<file path="src/rtl/i2c_wr_pkg.sv">
// Shared types for the I2C write target.
// Assumes: rows hold four bytes, so a column is two bits wide.
package i2c_wr_pkg;
    typedef enum logic [2:0] {
        PH_IDLE,
        PH_SEL,
        PH_AHI,
        PH_ALO,
        PH_DATA
    } phase_t;

    localparam int COL_W   = 2;
    localparam int ROW_LEN = 1 << COL_W;
endpackage

</file>
<file path="src/rtl/i2c_line_sync.sv">
// Synchronises SCL and SDA into the system clock domain and reports
// SCL edges and bus Start/Stop as one-cycle pulses.
// Assumes: each SCL phase spans several system clocks.
module i2c_line_sync #(
    parameter int STAGES = 2
) (
    input  logic clk,
    input  logic rst_n,
    input  logic scl_i,
    input  logic sda_i,
    output logic scl_s,
    output logic sda_s,
    output logic scl_rise,
    output logic scl_fall,
    output logic start_p,
    output logic stop_p
);
    logic [1:0] pipe [STAGES+1];
    logic [1:0] prev;

    assign pipe[0] = {scl_i, sda_i};

    for (genvar g = 0; g < STAGES; g++) begin : g_stage
        // one synchroniser stage for both lines; idle bus level is high
        always_ff @(posedge clk) begin
            if (!rst_n) pipe[g+1] <= 2'b11;
            else        pipe[g+1] <= pipe[g];
        end
    end

    // previous synchronised sample, used for edge detection
    always_ff @(posedge clk) begin
        if (!rst_n) prev <= 2'b11;
        else        prev <= pipe[STAGES];
    end

    assign scl_s    = pipe[STAGES][1];
    assign sda_s    = pipe[STAGES][0];
    assign scl_rise = scl_s & ~prev[1];
    assign scl_fall = ~scl_s & prev[1];
    assign start_p  = scl_s & prev[1] & prev[0] & ~sda_s;
    assign stop_p   = scl_s & prev[1] & ~prev[0] & sda_s;
endmodule

</file>
<file path="src/rtl/i2c_wr_fsm.sv">
// Bit and byte engine: shifts in bytes on SCL rises, decides acknowledges,
// stages up to four data bytes in a row buffer and raises commit when a
// Stop lands in the slot after an acknowledge.
// Assumes: lock and pwd are stable over a transaction.
module i2c_wr_fsm
    import i2c_wr_pkg::*;
#(
    parameter logic [6:0] DEV_ADDR = 7'h53
) (
    input  logic                     clk,
    input  logic                     rst_n,
    input  logic                     scl_s,
    input  logic                     sda_s,
    input  logic                     scl_rise,
    input  logic                     scl_fall,
    input  logic                     start_p,
    input  logic                     stop_p,
    input  logic                     busy,
    input  logic                     lock,
    input  logic                     pwd,
    output logic                     sda_pull,
    output logic                     commit,
    output logic [13:0]              row_o,
    output logic [COL_W-1:0]         col_o,
    output logic [ROW_LEN*8-1:0]     data_o,
    output logic [ROW_LEN-1:0]       vld_o
);
    phase_t     ph;
    logic [3:0] bit_cnt;
    logic [6:0] shreg;
    logic       ack_q;
    logic       data_slot;
    logic [7:0] byte_in;
    logic       wr_ok;
    logic       ack_now;

    assign byte_in = {shreg, sda_s};
    assign wr_ok   = !lock || pwd;

    // acknowledge decision for the byte completing on this SCL rise
    always_comb begin
        case (ph)
            PH_SEL:         ack_now = (byte_in[7:1] == DEV_ADDR) && !byte_in[0];
            PH_AHI, PH_ALO: ack_now = 1'b1;
            PH_DATA:        ack_now = wr_ok;
            default:        ack_now = 1'b0;
        endcase
    end

    // transaction sequencing, byte capture, ack drive and commit decision
    always_ff @(posedge clk) begin
        if (!rst_n) begin
            ph        <= PH_IDLE;
            bit_cnt   <= '0;
            shreg     <= '0;
            ack_q     <= 1'b0;
            data_slot <= 1'b0;
            sda_pull  <= 1'b0;
            commit    <= 1'b0;
            row_o     <= '0;
            col_o     <= '0;
            data_o    <= '0;
            vld_o     <= '0;
        end else begin
            commit <= 1'b0;
            if (busy) begin
                ph        <= PH_IDLE;
                bit_cnt   <= '0;
                sda_pull  <= 1'b0;
                data_slot <= 1'b0;
            end else if (start_p) begin
                ph        <= PH_SEL;
                bit_cnt   <= '0;
                vld_o     <= '0;
                sda_pull  <= 1'b0;
                data_slot <= 1'b0;
            end else if (stop_p) begin
                commit    <= (ph == PH_DATA) && (bit_cnt == 4'd1) && (vld_o != '0);
                ph        <= PH_IDLE;
                sda_pull  <= 1'b0;
                data_slot <= 1'b0;
            end else if (ph != PH_IDLE) begin
                if (scl_rise) begin
                    if (bit_cnt < 4'd7) begin
                        shreg   <= byte_in[6:0];
                        bit_cnt <= bit_cnt + 4'd1;
                    end else if (bit_cnt == 4'd7) begin
                        bit_cnt   <= 4'd8;
                        ack_q     <= ack_now;
                        data_slot <= (ph == PH_DATA);
                        case (ph)
                            PH_SEL: if (!ack_now) ph <= PH_IDLE;
                                    else          ph <= PH_AHI;
                            PH_AHI: begin
                                row_o[13:6] <= byte_in;
                                ph          <= PH_ALO;
                            end
                            PH_ALO: begin
                                row_o[5:0] <= byte_in[7:2];
                                col_o      <= byte_in[1:0];
                                ph         <= PH_DATA;
                            end
                            PH_DATA: if (wr_ok) begin
                                data_o[col_o*8 +: 8] <= byte_in;
                                vld_o[col_o]         <= 1'b1;
                                col_o                <= col_o + 2'd1;
                            end
                            default: ;
                        endcase
                    end else if (bit_cnt == 4'd8) begin
                        bit_cnt <= 4'd9;
                    end
                end else if (scl_fall) begin
                    if (bit_cnt == 4'd8) begin
                        sda_pull <= ack_q;
                    end else if (bit_cnt == 4'd9) begin
                        sda_pull <= 1'b0;
                        bit_cnt  <= '0;
                    end
                end
            end
        end
    end


    bus_quiet_busy_chk: assert property (@(posedge clk) disable iff (!rst_n)
        busy |-> !sda_pull);


    pull_on_low_scl_chk: assert property (@(posedge clk) disable iff (!rst_n)
        $rose(sda_pull) |-> !scl_s);


    locked_noack_chk: assert property (@(posedge clk) disable iff (!rst_n)
        (data_slot && bit_cnt != 4'd0 && lock && !pwd) |-> !sda_pull);
endmodule

</file>
<file path="src/rtl/i2c_wr_store.sv">
// Byte memory with a four-lane row write, the timed write cycle counter
// and the next-address register.
// Assumes: commit pulses only while the counter is idle.
module i2c_wr_store
    import i2c_wr_pkg::*;
#(
    parameter int MEM_AW = 6,
    parameter int WCYC   = 500
) (
    input  logic                 clk,
    input  logic                 rst_n,
    input  logic                 commit,
    input  logic [13:0]          row,
    input  logic [COL_W-1:0]     col,
    input  logic [ROW_LEN*8-1:0] data,
    input  logic [ROW_LEN-1:0]   vld,
    input  logic [MEM_AW-1:0]    peek_addr,
    output logic [7:0]           peek_data,
    output logic                 busy,
    output logic [15:0]          next_addr
);
    localparam int MEM_N = 1 << MEM_AW;
    localparam int CNT_W = $clog2(WCYC + 1);

    logic [7:0]       mem [MEM_N];
    logic [CNT_W-1:0] cnt;

    // row commit into memory, cycle timer load and pointer update
    always_ff @(posedge clk) begin
        if (!rst_n) begin
            for (int i = 0; i < MEM_N; i++) mem[i] <= '0;
            cnt       <= '0;
            next_addr <= '0;
        end else if (commit) begin
            for (int i = 0; i < ROW_LEN; i++)
                if (vld[i]) mem[{row[MEM_AW-3:0], 2'(i)}] <= data[i*8 +: 8];
            cnt       <= CNT_W'(WCYC);
            next_addr <= {row, col - 2'd1} + 16'd1;
        end else if (cnt != '0) begin
            cnt <= cnt - 1'b1;
        end
    end

    assign busy      = (cnt != '0);
    assign peek_data = mem[peek_addr];


    commit_busy_chk: assert property (@(posedge clk) disable iff (!rst_n)
        commit |=> busy);


    ptr_hold_chk: assert property (@(posedge clk) disable iff (!rst_n)
        !commit |=> $stable(next_addr));
endmodule

</file>
<file path="src/rtl/i2c_wr_target.sv">
// I2C write target top: line synchroniser, byte engine and memory store.
// Assumes: SDA pin is open drain; sda_pull_o=1 drives it low.
module i2c_wr_target
    import i2c_wr_pkg::*;
#(
    parameter logic [6:0] DEV_ADDR = 7'h53,
    parameter int         MEM_AW   = 6,
    parameter int         WCYC     = 500,
    parameter int         STAGES   = 2
) (
    input  logic              clk,
    input  logic              rst_n,
    input  logic              scl_i,
    input  logic              sda_i,
    output logic              sda_pull_o,
    input  logic              lock_i,
    input  logic              pwd_ok_i,
    output logic              busy_o,
    output logic [15:0]       next_addr_o,
    input  logic [MEM_AW-1:0] peek_addr_i,
    output logic [7:0]        peek_data_o
);
    logic scl_s, sda_s, scl_rise, scl_fall, start_p, stop_p;
    logic commit;
    logic [13:0]          row;
    logic [COL_W-1:0]     col;
    logic [ROW_LEN*8-1:0] data;
    logic [ROW_LEN-1:0]   vld;

    i2c_line_sync #(.STAGES(STAGES)) u_sync (
        .clk(clk), .rst_n(rst_n), .scl_i(scl_i), .sda_i(sda_i),
        .scl_s(scl_s), .sda_s(sda_s), .scl_rise(scl_rise), .scl_fall(scl_fall),
        .start_p(start_p), .stop_p(stop_p)
    );

    i2c_wr_fsm #(.DEV_ADDR(DEV_ADDR)) u_fsm (
        .clk(clk), .rst_n(rst_n), .scl_s(scl_s), .sda_s(sda_s),
        .scl_rise(scl_rise), .scl_fall(scl_fall), .start_p(start_p), .stop_p(stop_p),
        .busy(busy_o), .lock(lock_i), .pwd(pwd_ok_i), .sda_pull(sda_pull_o),
        .commit(commit), .row_o(row), .col_o(col), .data_o(data), .vld_o(vld)
    );

    i2c_wr_store #(.MEM_AW(MEM_AW), .WCYC(WCYC)) u_store (
        .clk(clk), .rst_n(rst_n), .commit(commit), .row(row), .col(col),
        .data(data), .vld(vld), .peek_addr(peek_addr_i), .peek_data(peek_data_o),
        .busy(busy_o), .next_addr(next_addr_o)
    );
endmodule

</file>
<file path="config.mk">
export PLATFORM = sky130hd
export DESIGN_NAME = i2c_wr_target
export DESIGN_NICKNAME = d
export VERILOG_FILES = /design/src/rtl/i2c_wr_pkg.sv /design/src/rtl/i2c_line_sync.sv /design/src/rtl/i2c_wr_fsm.sv /design/src/rtl/i2c_wr_store.sv /design/src/rtl/i2c_wr_target.sv
export SDC_FILE = /design/constraint.sdc
export NUM_CORES = 1
export LEC_CHECK = 0
export CORE_UTILIZATION = 52
export DETAILED_ROUTE_END_ITERATION = 8
export DONT_BUFFER_PORTS = 1
export PLACE_DENSITY_LB_ADDON = 0.15
export SETUP_SLACK_MARGIN = 0.5
export SLEW_MARGIN = 20
export SYNTH_ARGS = -nofsm -noshare
export SYNTH_HDL_FRONTEND = slang
export SYNTH_SLANG_ARGS = --single-unit
</file>
<file path="constraint.sdc">
create_clock -name clk -period 5.75 [get_ports clk]
set_clock_uncertainty 0.1 [all_clocks]
set_input_delay 1.15 -clock clk [delete_from_list [all_inputs] [get_ports clk]]
set_output_delay 1.15 -clock clk [all_outputs]
set_load 0.03 [all_outputs]
</file>
# After elaboration in Yosys (flattened, before gate mapping)
# Memories as Yosys holds them, arrays and structs flattened.
# Index checks and enable logic that the tools add are counted.
# op_classes
n_eq_ne	15
n_lt_le_gt_ge	3
n_bitwise	18
add_sub_neg	6
n_reduce_logical	46
mux	62
shifts	2
# ops
op	count
2-to-1 mux 4 bit	15
negation 5 -> 34 bit	1
variable shift 8 x 34 -> 32 bit (first input constant)	1
indexed part select 8 x 34 -> 32 bit	1
bitwise mux 32 bit	1
2-to-1 mux 8 bit	4
OR reduction 8 bit	4
2-to-1 mux 1 bit	30
2-to-1 mux 6 bit	4
AND reduction 8 bit	3
nonzero test 2 bit	10
2-to-1 mux 9 bit	2
AND reduction 9 bit	2
adder 16 x 1 -> 16 bit (second input constant)	1
nonzero test 3 bit	5
AND reduction 6 bit	2
NOT 1 bit	10
AND reduction 5 bit	2
one-hot mux 3 bit (3 select lines)	1
nonzero test 9 bit	1
subtractor 9 x 1 -> 9 bit (second input constant)	1
== test 4 bit (second input constant)	2
OR reduction 4 bit	2
AND 1 bit	7
other kinds (30)	40
# totals
ramBits	512
mem_count	1
inputBits	12
elab_cells	171
regBits	100
# memory_table
memory	depth	width	rd	rd_ports_with_merged_regs	wr	line_no	rtl
u_store.mem	64	8	1	0	64	i2c_wr_store.sv:25	logic [7:0] mem [MEM_N];

# Logic depth before layout (Yosys ltp)
# Gate-level depths: netlist of the first run.
# logic_depth
word_depth	13
mapped_depth	9

# By module
# Synthesis of the first run repeated with hierarchy kept, for this count alone.
# hier_totals
hier_cells	2077
area_unflattened_um2	28304.6
# by_module_without_submodules
module	area_each_um2	seq_area_each_um2	n_inst	cells_each
i2c_wr_store	24963.9	15875.2	1	1710
i2c_wr_fsm	3150.5	1381.3	1	351
i2c_line_sync	190.2	120.1	1	16

# Worst setup path after synthesis of the first run
# Ideal clock, no wire load.
# synth_path
path_type	input -> output
from	in peek_addr_i[0]
to	out peek_data_o[0]
path_slack_ps	1206
arrival_ps	3294
t_required_ps	4500
path_stages	8
cell_sequence	buf_2 -> buf_4 -> buf_4 -> buf_2 -> mux2i_1 -> a211oi_1 -> a21oi_1 -> o41ai_1
# synth_via
elab_chain_cells	1
# synth_rtl
item	line_no	rtl
start: declaration	i2c_wr_target.sv:20	input logic [MEM_AW-1:0] peek_addr_i,
memory read (64 x 8 bit)	--	
end: declaration	i2c_wr_target.sv:21	output logic [7:0] peek_data_o
# No other way between the ends.

# Worst setup path in the final report of the first run
# layout_path
from	in peek_addr_i[1]
to	out peek_data_o[2]
# The elaborated chain is that of the path after synthesis.

==> results.py, run 1 <==
metrics = {
    "outcome": {
        "status": "completed",
    },
    "logic_synthesis": {
        "synth_top_flop_cell": "edfxtp_1",
        "avgSynthCellArea_um2": 13.7,
        "netlist_area_um2": 28300,
        "async_flop_share_pct": 0,
        "synth.area.top_cells": "edfxtp_1 54%, and2_1 11%, mux4_2 9.7%",
        "synth_seq_area_share_pct": 61.4,
        "synth_top_area_cell": "edfxtp_1",
        "synth_most_common_cell": "and2_1",
        "synth_seq_cells": 612,
        "synth_edf_count": 512,
        "synth_cell_types": 70,
        "syn_inst": 2074,
        "yosys_warnings": 0,
        "syn_nets": 2101,
        "synth_common_cells": "516 x and2_1, 512 x edfxtp_1, 122 x mux4_2",
        "yosys.area.top_type_share_pct": 54.3,
    },
    "die": {
        "die_h_um": 235,
        "die_w_um": 235,
        "core_area_um2": 53800,
        "std_cell_rows": 85,
        "ios": 38,
        "start_util_pct": 52.6,
        "die_area_um2": 55400,
    },
    "worst_setup_path": {
        "ff2ff_path_depth": 4,
        "crit_type": "primary input to output pin",
        "crit_required_ns": 4.50,
        "max_stage_delay_ns": 0.95,
        "start_kind": "primary input",
        "slowest_stage": "a2111oi_0",
        "r2r_setup_slack_ns": 2.69,
        "arrival_ns": 3.18,
        "critical_path.max_fanout": 118,
        "worst_setup_path_end_kind": "output pin",
        "crit_path_start": "peek_addr_i[1]",
        "rr_startpoint": "u_fsm.row_o[0]",
        "worstSetupEndpoint": "peek_data_o[2]",
        "path_cells": "mux4_2 -> nor2b_1 -> a2111oi_0 -> o41ai_2",
        "rr_endpoint": "u_store.mem[63][5]",
    },
    "timing": {
        "tightest_slew_ns": 1.26,
        "finalHoldViolCount": 0,
        "final.setup.worst_slack_ns": 1.32,
        "max_freq_ghz": 0.226,
        "fin_setup_tns_ns": 0,
        "rsz0062_at_grt": "no",
        "timing.final.crit_period_ns": 4.43,
        "slew_viol_final": 0,
        "setup_viol": 0,
        "post-route-period-util_pct": 77.0,
        "worst_slew_margin_rel_pct": 16.0,
    },
    "cts": {
        "clockBufferDepth": 3,
        "clock_sinks": 612,
        "cts_setup_buffers": 0,
        "hold_buffers": 0,
        "numCtsBuffers": 67,
        "htree_levels": 3,
        "cts_tree": "yes",
        "clock_latency_ns": 0.60,
        "clk_pin_slew_ns": 0.06,
        "root_buffer": "clkbuf_16",
        "cts.repair.resized": 0,
    },
    "pwr": {
        "power.leakage_nw": 10.7,
        "peakVddDrop_uv": 227,
        "p_per_area_nw_per_um2": 318,
    },
    "place": {
        "hpwl_mm": 50.2,
        "pre_cts_ws_ns": 1.30,
        "portBuffers": 0,
        "routabilityCongestion": 0.868,
    },
    "grt": {
        "grt_usage_pct": 29.0,
        "antenna_found_initial": 9,
        "grt_pass1_vias": 17105,
        "gr-total-overflow": 0,
        "grt_max_degree": 170,
        "grt_pass1_wl_mm": 116,
    },
    "worst_hold_path": {
        "hp-class": "flop to flop",
        "worstHoldStart": "u_sync.pipe[2]",
    },
    "route": {
        "antenna_left": 0,
        "firstDrtPassIters": 5,
        "vias_per_cell": 6.22,
        "finalWirelength_mm": 79.5,
        "drc": 0,
        "wl_per_cell_um": 28.4,
        "num_vias": 17437,
        "drt_iter0_drc": 2302,
    },
    "cells_and_area": {
        "fillers": 4247,
        "syn_to_final_growth_pct": 9.92,
        "nNetsFinal": 2084,
        "final_layout_size_suffix_gt1_share_pct": 14.5,
    },
    "job": {
        "drv_cap": 0,
    },
}
## worst min-delay path by stage
stage / to / slack (ns) / cells past startpoint
after floorplan: u_sync.scl_s / 0.29 / 1
after global placement: u_sync.sda_s / 0.30 / 1
after detailed placement: u_sync.sda_s / 0.30 / 1
after CTS: u_sync.sda_s / 0.32 / 1
after global routing: u_sync.sda_s / 0.36 / 1
final: u_sync.sda_s / 0.32 / 1
## metrics by stage
| step | cell area [um2] | hold slack (ns) | utilization [%] | cells | power, mW |
|---|---|---|---|---|---|
| after floorplan | 28300 | 0.286 | - | 2074 | 5.66 |
| after global placement | 29000 | 0.296 | 53.8 | 2684 | 5.77 |
| after detailed placement | 29000 | 0.305 | 53.9 | 2684 | 5.79 |
| after CTS | 31100 | 0.323 | 57.8 | 2804 | 9.94 |
| after global routing | 31100 | 0.355 | 57.8 | 2805 | 10.2 |
| final | 31100 | 0.320 | 57.8 | 2805 | 9.90 |
## sequential cells by signal, summed over array words and instances, names as in the netlist
register / count
u_fsm.data_o: 32
u_fsm.row_o: 14
u_sync.prev: 2
u_fsm.commit: 1
u_store.cnt: 9
u_store.mem: 512
u_fsm.ack_q: 1
u_fsm.vld_o: 4
u_store.next_addr: 16
u_fsm.sda_pull: 1
u_fsm.bit_cnt: 4
u_fsm.col_o: 2
u_sync.sda_s: 1
u_sync.scl_s: 1
u_fsm.ph: 3
u_fsm.shreg: 7
u_sync.pipe: 2
## report_power, final
group	internal (mW)	leakage (nW)	switching, mW
Clock	2.47	1.06	1.74
Combinational	0.276	3.98	0.338
Sequential	5.00	5.67	0.0836
## area by class of cell
type | count | area, um2 | share of cell area [%]
clock inverter | 25 | 161 | 0.519
tap | 696 | 871 | 2.80
multi-input combinational | 1310 | 10300 | 33.1
sequential | 612 | 17400 | 55.9
inverter | 17 | 63.8 | 0.205
clock buffer | 95 | 1970 | 6.33
timing repair buffer | 49 | 368 | 1.18
antenna | 1 | 2.50 | 0.00804
## layer usage
metal	vias to the layer above	share of wire, %	track usage (%)
li1	7591	-	-
met1	8818	40	40.1
met2	863	47	46.1
met3	165	9.1	5.18
met4	0	3.5	11.3
met5	-	0	0
## cell families (layout without fill, tap and decap cells)
logic type	Yosys count	after routing	share of synthesized area [%]
compound gates	210	210	4.80
xor+xnor	19	19	0.588
fa+ha+maj	15	15	0.663
buf+inv	152	186	2.42
flops	612	612	61.4
mux	203	203	12.6
other cells	0	1	0
simple gates	863	863	17.5
## critical path, delay by kind of cell
family	cells	cell delay (ns)
mux	1	0.48
compound gates	2	1.38
simple gates	1	0.13
## layout by cell type (no fill, tap or decap), drive strengths merged, types with 6 or more instances in the layout
master,synthesis,routed
o22ai,8,8
a31oi,6,6
o41ai,6,6
a21oi,26,26
nand2,84,84
dfxtp,100,100
nand3,68,68
o21ai,90,90
a211oi,26,26
clkinv,0,23
clkbuf,91,95
xnor2,9,9
and2,517,517
nor2b,21,21
ha,15,15
nand4,6,6
o22a,6,6
mux4,122,122
buf,44,49
mux2,9,9
a2111oi,6,6
nor2,118,118
xor2,10,10
mux2i,72,72
o221ai,8,8
nor3,9,9
edfxtp,512,512
a221o,6,6
inv,17,17
nand2b,11,11
Power figures use the tool's default switching activity.
==> inputs of run 2 (changes only) <==
==> constraint.sdc (replaced) <==
create_clock -name clk -period 4.35 [get_ports clk]
set_clock_uncertainty 0.1 [all_clocks]
set_input_delay 0.87 -clock clk [delete_from_list [all_inputs] [get_ports clk]]
set_output_delay 0.87 -clock clk [all_outputs]
set_load 0.03 [all_outputs]
==> run 2 against run 1 <==
Critical endpoint is now peek_data_o[3]. Clock power increased by 29%. Largest power group unchanged. Highest routed layer is now met5. Flip-flop and latch count unchanged. Critical path depth increased by 1. Worst setup slack got worse by 0.51 ns. Power increased by 31%.
==> results.py, run 2 (same netlist as run 1, synthesis figures left out) <==
metrics = {
    "pwr": {
        "peakVddDrop_uv": 336,
        "switching_share_pct": 22.1,
        "p_per_area_nw_per_um2": 414,
        "power.leakage_nw": 10.8,
        "intPower_mw": 10.1,
        "p_switching_mw": 2.86,
        "clockPowerShare_pct": 41.7,
        "p_comb_share_pct": 6.4,
        "finalPower_mw": 13.0,
        "seqPwrFrac_pct": 51.9,
    },
    "die": {
        "start_util_pct": 52.6,
        "die_w_um": 235,
        "core_area_um2": 53800,
        "die_area_um2": 55400,
        "std_cell_rows": 85,
        "die_h_um": 235,
        "ios": 38,
    },
    "place": {
        "portBuffers": 0,
        "hpwl_mm": 52.2,
        "dpl.cell_count": 2713,
        "pre_cts_ws_ns": 0.880,
        "dpl_cell_area_um2": 29200,
        "routabilityCongestion": 0.911,
    },
    "cells_and_area": {
        "top_register": "u_store.mem",
        "layout.cells.non_filler": 2833,
        "postLayoutCoreUtil_pct": 58.1,
        "top_regs": "u_store.mem (512), u_fsm.data_o (32), u_store.next_addr (16)",
        "nNetsFinal": 2113,
        "final_layout_size_suffix_gt1_share_pct": 14.9,
        "syn_to_final_growth_pct": 10.4,
        "largest_reg_flops": 512,
        "postLayoutCellArea_um2": 31300,
        "layout_commonest_cell": "and2_1",
        "final_cell_mix": "516 x and2_1, 512 x edfxtp_1, 122 x mux4_2, 118 x nor2_1, 100 x dfxtp_1",
    },
    "cts": {
        "cts.repair.resized": 0,
        "cts_setup_buffers": 0,
        "root_buffer": "clkbuf_16",
        "htree_levels": 3,
        "numCtsBuffers": 67,
        "clock_latency_ns": 0.60,
        "hold_buffers": 0,
        "clockBufferDepth": 3,
        "clock_sinks": 612,
        "clk_pin_slew_ns": 0.05,
        "cts_tree": "yes",
    },
    "grt": {
        "grt_pass1_wl_mm": 119,
        "grtUsageMet1_pct": 41.4,
        "grt_usage_pct": 29.9,
        "antenna_found_initial": 14,
        "grt_pass1_vias": 17254,
        "grt_max_degree": 170,
        "grt_busiest_layer": "met2",
        "gr-total-overflow": 0,
        "global_route.usage.met2_pct": 48.1,
        "met3_usage_pct": 4.91,
    },
    "worst_setup_path": {
        "arrival_ns": 2.57,
        "path_cells": "mux4_2 -> nor2b_1 -> a2111oi_0 -> o41ai_2 -> buf_4",
        "crit_family": "compound AO/OA/AOI/OAI gates",
        "rr_endpoint": "u_store.mem[43][3]",
        "start_kind": "primary input",
        "r2r_setup_slack_ns": 1.30,
        "slowest_stage": "a2111oi_0",
        "path_buf_inv": 1,
        "worst_setup_path_end_kind": "output pin",
        "critical_path.max_fanout": 118,
        "crit_type": "primary input to output pin",
        "ff2ff_path_depth": 3,
        "crit_required_ns": 3.38,
        "max_stage_delay_ns": 0.56,
        "rr_startpoint": "u_fsm.row_o[3]",
    },
    "timing": {
        "post-route-period-util_pct": 81.3,
        "finalHoldViolCount": 0,
        "rsz0062_at_grt": "no",
        "final.setup.worst_slack_ns": 0.814,
        "fin_setup_tns_ns": 0,
        "setup_viol": 0,
        "worst_slew_margin_rel_pct": 27.2,
        "max_freq_ghz": 0.283,
        "hold_slack_ns": 0.275,
        "slew_viol_final": 0,
        "tightest_slew_ns": 1.08,
        "timing.final.crit_period_ns": 3.54,
    },
    "route": {
        "vias_per_cell": 6.27,
        "firstDrtPassIters": 6,
        "wl_per_cell_um": 29.0,
        "antenna_left": 0,
        "drc": 0,
        "num_vias": 17772,
        "finalWirelength_mm": 82.1,
        "drt_iter0_drc": 2270,
    },
    "worst_hold_path": {
        "holdPathEnd": "u_sync.pipe[3]",
        "hp-class": "primary input to flop",
        "min_path_cells": 1,
        "worstHoldStart": "scl_i",
    },
    "outcome": {
        "status": "completed",
    },
    "job": {
        "drv_cap": 0,
    },
}
==> run 2: changes by cell type in the layout (fill, tap and decap cells not counted), moves of 2 or more <==
cell,previous run,this run
clkbuf_1,15,17
clkbuf_16,73,70
clkinv_1,11,14
clkinvlp_4,0,3
buf_4,49,77
clkinv_2,12,7
o21ai_1,38,30
dfxtp_1,91,100
clkbuf_8,6,3
dfxtp_2,9,0
o21ai_0,52,60
==> run 2: worst reg2reg max path: cells and delay by family, from the launching register on <==
kind / cells / cell delay, ns
and+or+nand+nor: 2 / 0.97
AOI/OAI and AO/OA: 1 / 0.94
DFF: 1 / 0.63
==> run 2: worst max path at each step <==
stage	start	end	slack, ns	cells past startpoint
after floorplan	peek_addr_i[0]	peek_data_o[0]	0.76	8
after global placement	peek_addr_i[1]	peek_data_o[7]	0.96	5
after detailed placement	peek_addr_i[1]	peek_data_o[6]	0.88	5
after CTS	u_store.mem[0][6]	peek_data_o[6]	0.86	5
after global routing	peek_addr_i[1]	peek_data_o[0]	0.75	5
final	peek_addr_i[1]	peek_data_o[3]	0.81	5
==> run 2: metal layers <==
layer | share of wire (%) | vias up
met5 | 0.016 | -
met1 | 40 | 8997
met2 | 48 | 958
met4 | 3.3 | 2
li1 | - | 7654
met3 | 9.7 | 161
==> run 2: area by class of cell <==
type                       instances  area [um2]
sequential                       612       17400
antenna                            2        5.00
timing repair buffer              78         598
clock buffer                      90        1860
clock inverter                    28         191
multi-input combinational       1310       10300
inverter                          17        63.8
fill                            4276       22600
tap                              696         871
==> run 2: power by group through the flow <==
stage | logic, mW | registers [mW] | clock network [mW]
3_3_place_gp | 0.809 | 6.83 | 0
6_report | 0.828 | 6.72 | 5.41
3_5_place_dp | 0.826 | 6.84 | 0
2_1_floorplan | 0.715 | 6.78 | 0
4_1_cts | 0.830 | 6.72 | 5.45
5_1_grt | 0.877 | 6.74 | 5.66
